==> src/rtl/wdg_pkg.sv <==
package wdg_pkg;
  typedef enum logic [1:0] {
    WD_IDLE  = 2'd0,
    WD_ARMED = 2'd1,
    WD_ALERT = 2'd2
  } wd_state_e;

  localparam int unsigned WD_STAGES = 2;
endpackage

==> src/rtl/wdg_stage_counter.sv <==
module wdg_stage_counter #(
  parameter int unsigned LIMIT = 16
) (
  input  logic clk,
  input  logic rst,
  input  logic clear,
  input  logic run,
  output logic expire
);
  localparam int unsigned CW = (LIMIT < 2) ? 1 : $clog2(LIMIT);
  localparam logic [CW-1:0] LAST = CW'(LIMIT - 1);

  logic [CW-1:0] cnt;

  assign expire = run && (cnt == LAST);

  always_ff @(posedge clk) begin
    if (rst || clear) begin
      cnt <= '0;
    end else if (run) begin
      cnt <= expire ? '0 : cnt + 1'b1;
    end
  end

  AST_CNT_BOUND: assert property (@(posedge clk) disable iff (rst)
    cnt <= LAST);

  AST_CNT_HOLD: assert property (@(posedge clk) disable iff (rst)
    (!run && !clear) |=> $stable(cnt));
endmodule

==> src/rtl/wdg_key_fsm.sv <==
module wdg_key_fsm
  import wdg_pkg::*;
#(
  parameter int unsigned KEY_W = 3
) (
  input  logic             clk,
  input  logic             rst,
  input  logic             wr_en,
  input  logic             wr_run,
  input  logic [KEY_W-1:0] wr_key,
  input  logic             t1_exp,
  input  logic             t2_exp,
  output logic             t1_run,
  output logic             t2_run,
  output logic             cnt_clr,
  output logic             nmi_q,
  output logic             crst_q
);
  wd_state_e        state;
  logic [KEY_W-1:0] key_q;
  logic             svc;

  // valid service: armed and the written key is the inverse of the stored one
  assign svc     = (state != WD_IDLE) && wr_en && (wr_key == ~key_q);
  assign t1_run  = (state == WD_ARMED);
  assign t2_run  = (state == WD_ALERT);
  assign cnt_clr = svc || (state == WD_IDLE);

  always_ff @(posedge clk) begin
    if (rst) begin
      state  <= WD_IDLE;
      key_q  <= '0;
      nmi_q  <= 1'b0;
      crst_q <= 1'b0;
    end else begin
      crst_q <= 1'b0;
      if (state == WD_IDLE) begin
        if (wr_en && wr_run) begin
          state <= WD_ARMED;
          key_q <= wr_key;
        end
      end else if (svc) begin
        key_q <= wr_key;
        nmi_q <= 1'b0;
        state <= wr_run ? WD_ARMED : WD_IDLE;
      end else begin
        if (wr_en) begin
          key_q <= wr_key;
        end
        if (state == WD_ARMED && t1_exp) begin
          state <= WD_ALERT;
          nmi_q <= 1'b1;
        end else if (state == WD_ALERT && t2_exp) begin
          state  <= WD_IDLE;
          nmi_q  <= 1'b0;
          crst_q <= 1'b1;
        end
      end
    end
  end

  AST_IDLE_QUIET: assert property (@(posedge clk) disable iff (rst)
    (state == WD_IDLE) |-> !nmi_q);

  AST_IDLE_STAYS: assert property (@(posedge clk) disable iff (rst)
    (state == WD_IDLE && !(wr_en && wr_run)) |=> (state == WD_IDLE && !nmi_q && !crst_q));

  AST_START_KEY: assert property (@(posedge clk) disable iff (rst)
    (state == WD_IDLE && wr_en && wr_run) |=> (state == WD_ARMED && key_q == $past(wr_key)));

  AST_STOP_CLEARS: assert property (@(posedge clk) disable iff (rst)
    (svc && !wr_run) |=> (state == WD_IDLE && !nmi_q && !crst_q));

  AST_RESTART_KEY: assert property (@(posedge clk) disable iff (rst)
    (svc && wr_run) |=> (state == WD_ARMED && !nmi_q && key_q == ~$past(key_q)));

  AST_BAD_KEY_STORED: assert property (@(posedge clk) disable iff (rst)
    (state != WD_IDLE && wr_en && !svc) |=> (key_q == $past(wr_key)));

  AST_NMI_HELD: assert property (@(posedge clk) disable iff (rst)
    (nmi_q && !svc && !t2_exp) |=> nmi_q);

  AST_RST_ONE_CYCLE: assert property (@(posedge clk) disable iff (rst)
    crst_q |=> !crst_q);

  AST_RST_AFTER_NMI: assert property (@(posedge clk) disable iff (rst)
    $rose(crst_q) |-> ($past(nmi_q) && !nmi_q));

  AST_SERVICE_WINS: assert property (@(posedge clk) disable iff (rst)
    (svc && (t1_exp || t2_exp)) |=> (!nmi_q && !crst_q));
endmodule

==> src/rtl/keyed_watchdog.sv <==
module keyed_watchdog
  import wdg_pkg::*;
#(
  parameter int unsigned KEY_W      = 3,
  parameter int unsigned NMI_CYCLES = 5_000_000,
  parameter int unsigned RST_CYCLES = 165_000
) (
  input  logic             clk,
  input  logic             rst,
  input  logic             wr_en,
  input  logic             wr_run,
  input  logic [KEY_W-1:0] wr_key,
  output logic             nmi_req,
  output logic             chip_rst
);
  logic [WD_STAGES-1:0] st_run;
  logic [WD_STAGES-1:0] st_exp;
  logic                 cnt_clr;

  wdg_key_fsm #(.KEY_W(KEY_W)) u_fsm (
    .clk     (clk),
    .rst     (rst),
    .wr_en   (wr_en),
    .wr_run  (wr_run),
    .wr_key  (wr_key),
    .t1_exp  (st_exp[0]),
    .t2_exp  (st_exp[1]),
    .t1_run  (st_run[0]),
    .t2_run  (st_run[1]),
    .cnt_clr (cnt_clr),
    .nmi_q   (nmi_req),
    .crst_q  (chip_rst)
  );

  for (genvar g = 0; g < WD_STAGES; g++) begin : g_stage
    localparam int unsigned LIM = (g == 0) ? NMI_CYCLES : RST_CYCLES;
    wdg_stage_counter #(.LIMIT(LIM)) u_cnt (
      .clk    (clk),
      .rst    (rst),
      .clear  (cnt_clr),
      .run    (st_run[g]),
      .expire (st_exp[g])
    );
  end

  AST_OUT_EXCLUSIVE: assert property (@(posedge clk) disable iff (rst)
    !(nmi_req && chip_rst));

  AST_ONE_STAGE: assert property (@(posedge clk) disable iff (rst)
    $onehot0(st_run));
endmodule

==> config.mk <==
export PLATFORM = sky130hd
export DESIGN_NAME = keyed_watchdog
export DESIGN_NICKNAME = d
export VERILOG_FILES = /design/src/rtl/wdg_pkg.sv /design/src/rtl/wdg_stage_counter.sv /design/src/rtl/wdg_key_fsm.sv /design/src/rtl/keyed_watchdog.sv
export SDC_FILE = /design/constraint.sdc
export NUM_CORES = 1
export LEC_CHECK = 0
export BUFFER_PORTS_ARGS = -buffer_cell sky130_fd_sc_hd__buf_2
export CORE_MARGIN = 2
export CORE_UTILIZATION = 43
export DETAILED_ROUTE_END_ITERATION = 6
export SYNTH_ARGS = -nofsm -noshare
export SYNTH_HDL_FRONTEND = slang
export SYNTH_SLANG_ARGS = --single-unit
==> constraint.sdc <==
create_clock -name clk -period 2.1 [get_ports clk]
set_input_delay 0.315 -clock clk [delete_from_list [all_inputs] [get_ports clk]]
set_output_delay 0.315 -clock clk [all_outputs]
set_load 0.005 [all_outputs]
Word-level counts from Yosys, hierarchy flattened
Cells that the tools add are included.
{ "word_totals": {"word_cells": 50, "regBits": 48, "out_inout_bits": 2, "inputBits": 7} }
{ "classes": {"n_eq_ne": 6, "reduce_logical": 18, "n_addsub": 2, "muxes": 16, "bitwise": 2} }
{ "op_table": {"columns": ["cell", "count"], "rows": [
  ["adder 23 x 1 -> 23 bit, second input constant", 1],
  ["equality test 23 bit, second input constant", 1],
  ["two-way mux 23 bit", 1],
  ["adder 18 x 1 -> 18 bit, second input constant", 1],
  ["equality test 18 bit, second input constant", 1],
  ["two-way mux 18 bit", 1],
  ["two-way mux 3 bit", 4],
  ["two-way mux 2 bit", 5],
  ["logical AND 1 bit", 7],
  ["AND reduction 2 bit", 3],
  ["nonzero test 3 bit", 2],
  ["two-way mux 1 bit", 5],
  ["nonzero test 4 bit", 1],
  ["OR reduction 4 bit", 1],
  ["equality test 3 bit", 1],
  ["NOT 3 bit", 1],
  ["equality test 2 x 1 -> 1 bit, second input constant", 1],
  ["equality test 2 bit, second input constant", 1],
  ["zero test 2 bit", 1],
  ["logical OR 1 bit", 2],
  ["!= test 2 bit, second input constant", 1],
  ["nonzero test 2 bit", 1],
  ["NOT 1 bit", 1]
]} }

Logic depth before layout (Yosys ltp)
{ "logic_depth": {"ltp_word": 7, "ltp_mapped": 7, "depth_no_buf": 5} }

Hierarchy
A second synthesis with hierarchy kept.
{ "unflattened": {"cells_unflattened": 263, "hier_area_um2": 2372.3} }
{ "modules_own_cells": {"columns": ["module", "cells_each", "n_inst", "area_per_inst_um2"], "rows": [
  ["wdg_stage_counter (g_stage[0].u_cnt)", 126, 1, 1141.1],
  ["wdg_stage_counter (g_stage[1].u_cnt)", 100, 1, 883.3],
  ["wdg_key_fsm", 37, 1, 347.8]
]} }

Least setup slack after synthesis
Ideal clock, no wire load.
{ "synth_timing": {"kind": "register -> register", "start": "register g_stage[1].u_cnt.cnt[0]", "end": "register g_stage[1].u_cnt.cnt[16]", "arrival_ns": 1.853, "stages_incl_launch_ff": 6, "period_less_slack_ns": 1.939, "setup_slack_ns": 0.161, "n_path_buf": 0, "setup_ns": 0.086, "t_required_ns": 2.014, "path_cell_list": "dfxtp_1 > ha_1 > nand4b_1 > or4_1 > or3_1 > a211oi_1"} }
{ "synth_via": {"elab_chain_cells": 3} }
{ "synth_lines": {"columns": ["item", "line_no", "text"], "rows": [
  ["start: declaration", "wdg_stage_counter.sv:13", "logic [CW-1:0] cnt;"],
  ["start signal: assignment", "wdg_stage_counter.sv:21", "cnt <= expire ? '0 : cnt + 1'b1;"],
  ["parallel branches: the longest is 2 deep, another holds adder 18 x 1 -> 18 bit", null, null],
  ["two-way mux 18 bit *", "wdg_stage_counter.sv:21", null]
]} }
Mark *: on every way between the ends.
A chain may end at the register's enable or synchronous reset.

Final worst setup path
{ "layout_timing": {"start": "register g_stage[0].u_cnt.cnt[0]", "end": "register g_stage[0].u_cnt.cnt[20]"} }
{ "layout_via": {"elab_chain_cells": 3} }
{ "layout_lines": {"columns": ["item", "line_no"], "rows": [
  ["start: declaration", "wdg_stage_counter.sv:13"],
  ["start signal: assignment", "wdg_stage_counter.sv:21"],
  ["parallel branches: the longest is 2 deep, another holds adder 23 x 1 -> 23 bit", null],
  ["two-way mux 23 bit *", "wdg_stage_counter.sv:21"]
]} }
Marked as above.

==> results.tsv <==
stage	metric	value	unit
grt	antenna_found_initial	0	
pwr	power.internal	1.208	mW
setup_path	crit_required	2350	ps
die	std_cell_rows	27	
synth	yosysWarnings	0	
clock_tree	cts_root_buf	clkbuf_8	
die	ios	9	
pwr	p_leak	0.8013	nW
drt	route.detailed.drc	0	
drt	wl_per_cell	13.18	µm
clock_tree	post_cts_buffers	0	
synth	synth_area	0.002404	mm²
finish	area_growth	12.65	%
timing	tns	0	ps
synth	synth_top_area_cell	dfxtp_1	
drt	first_iter_violations	98	
finish	stdcell_area	0.002708	mm²
place	dp_hpwl	3534	µm
die	start_util	44.19	%
synth	ys.flop_type	dfxtp_1	
synth	ys_seq_elements	48	
timing	rsz0062_at_grt	no	
setup_path	endpoint_kind	flop	
synth	avgSynthCellArea	8.584	µm²
synth	yosysMostFrequentCell	dfxtp_1	
synth	syn_inst	280	
grt	grt_pass1_vias	1857	
setup_path	path_class	flop to flop	
timing	fin_crit_sh	94.19	%
synth	synth.area.top_cells	dfxtp_1, xnor2_1, nor3_1, or3_1, a21oi_1	
grt	grt.total_usage	17.53	%
timing	fin_skew	8.184	ps
synth	async_flop_share	0	%
setup_path	cp.arrival	2220	ps
clock_tree	numCtsBuffers	5	
synth	synth_edf_count	0	
synth	synth_commonest_cells	dfxtp_1, nor3_1, nand2_1	
drt	vias_per_cell	5.523	
place	placed_area	0.002610	mm²
synth	yosysSeqAreaShare	39.98	%
clock_tree	path_clk_slew	90	ps
timing	tightestPinTransition	623.5	ps
clock_tree	clock-sinks	48	
finish	antenna_cells_inserted	0	
timing	finalHoldViolations	0	
job	maxCapViolCount	0	
pwr	power_frac_seq	58.9	%
synth	synth_top_area_share	39.98	%
place	globalplace.congestion	0.8522	
grt	grt-ovfl-total	0	
pwr	ir_worst_vdd	0.3790	mV
die	die_x	78.77	µm
drt	drtAntennaViolNets	0	
synth	synth_fp_nets	289	
pwr	comb_power_share	4.5	%
drt	dr.pass1.iters	4	
timing	layout_min_cycle_time	1978	ps
setup_path	start_kind	flop	
drt	drt-total-wl	4944	µm
pwr	p_switching	0.3553	mW
die	core	0.005439	mm²
finish	drive_above_1_share	15.84	%
die	die_h	78.77	µm
setup_path	cp_max_fo	6	
clock_tree	cts_tree	yes	
pwr	p_sw_share	22.73	%
grt	grt_max_degree	24	
clock_tree	htreeDepth	2	
synth	yosys.cell_types.count	47	
place	portBuffers	8	
finish	nets	311	
pwr	power.density	577.4	mW/mm²
min_path	hold_class	input pin to flop	
pwr	p_clk_share	36.6	%
die	die_area	0.006204	mm²
clock_tree	clk_latency	300	ps
timing	relSlewSlack	58.08	%
clock_tree	cts_max_path_buffers	2	
outcome	status	finished, final reports clean	
finish	num-fill-cells	531	
grt	grt_pass1_wl	8652	µm
drt	dr_total_vias	2071	
timing	setup_viol	0	
timing	slew_viol_final	0	
timing	fmax	505.5	MHz
cell families (layout without fill, tap and decap cells):
kind of cell,Yosys count,in the layout,share of synthesized area [%]
mux,3,3,1.249
compound gates,59,59,15.57
buf+inv,24,47,4.477
simple gates,123,123,30.04
fa+ha+maj,2,2,1.041
xor+xnor,21,21,7.652
flops,48,48,39.98
worst max-delay path: stages, from the launching register on:
cell	delay, ps
dfxtp_1	390
ha_1	230
inv_1	90
or4_4	590
or4_4	500
a21oi_2	140
power groups by stage:
stage / clock network [mW] / registers, mW / logic (mW)
after floorplan: 0 / 0.941 / 0.0466
after global placement: 0 / 0.942 / 0.0712
after detailed placement: 0 / 0.942 / 0.0707
after CTS: 0.594 / 0.921 / 0.0709
after global routing: 0.629 / 0.923 / 0.0783
final: 0.572 / 0.921 / 0.0703
registers in the layout, summed over array words and instances (netlist names):
signal	flops
u_fsm.state	2
g_stage.u_cnt.cnt	41
u_fsm.key_q	3
u_fsm.nmi_q	1
u_fsm.crst_q	1
cell type report:
type | count | area, µm² | area share, %
clock inverters | 2 | 10.01 | 0.3697
flip-flops and latches | 48 | 962.2 | 35.54
multi-input cells | 208 | 1339 | 49.45
repair buffers | 26 | 175.2 | 6.469
clock buffers | 6 | 82.58 | 3.050
inverters | 13 | 48.80 | 1.802
well taps | 72 | 90.09 | 3.327
final timing paths:
check / from / to / slack (ps) / depth (start not counted)
max: g_stage[0].u_cnt.cnt[0]$_SDFFE_PP0N_ / g_stage[0].u_cnt.cnt[20]$_SDFFE_PP0N_ / 120 / 5
min: rst / u_fsm.key_q[2]$_SDFFE_PP0P_ / 240 / 2
max reg2reg: g_stage[0].u_cnt.cnt[0]$_SDFFE_PP0N_ / g_stage[0].u_cnt.cnt[20]$_SDFFE_PP0N_ / 120 / 5
min reg2reg: g_stage[1].u_cnt.cnt[1]$_SDFFE_PP0N_ / g_stage[1].u_cnt.cnt[1]$_SDFFE_PP0N_ / 500 / 2
layer usage:
metal,vias up,track usage (%),part of all wire [%]
met2,21,25.47,43
met1,965,25.18,53
li1,1079,-,-
met4,0,7.018,1.4
met5,-,0,0
met3,6,3.864,2.6
per-stage QoR:
step | std cells | hold slack (ps) | utilization [%] | setup WS (ps) | total power, mW
detailed placement | 367 | 485.5 | 47.99 | 104.5 | 1.013
finish | 375 | 242.8 | 49.78 | 121.9 | 1.563
floorplan | 280 | 387.4 | - | 161.3 | 0.9872
global route | 375 | 258.3 | 49.78 | 2.945 | 1.631
global placement | 367 | 485.5 | 47.99 | 142.6 | 1.013
CTS | 375 | 234.0 | 49.69 | 75.33 | 1.586
cells in the final DEF (no fill, tap or decap), types with 5 or more instances in the layout:
| master | instances |
|---|---|
| nor3_1 | 20 |
| dfxtp_1 | 47 |
| nand2_1 | 18 |
| nor4_1 | 5 |
| buf_4 | 18 |
| buf_2 | 8 |
| nand3_1 | 10 |
| xor2_1 | 7 |
| or3_1 | 14 |
| nor2_1 | 17 |
| a21oi_1 | 16 |
| or4_4 | 5 |
| inv_1 | 13 |
| or4_1 | 5 |
| xnor2_1 | 14 |
| nand4_1 | 7 |
| o21ai_0 | 16 |
| o31ai_1 | 7 |
| clkbuf_8 | 6 |
| a211oi_1 | 7 |
timing repair:
action,4_1_cts,5_1_grt
gates resized for setup,0,2
hold buffers,0,0
endpoints found under the setup margin,0,6
Power figures use the tool's default switching activity.
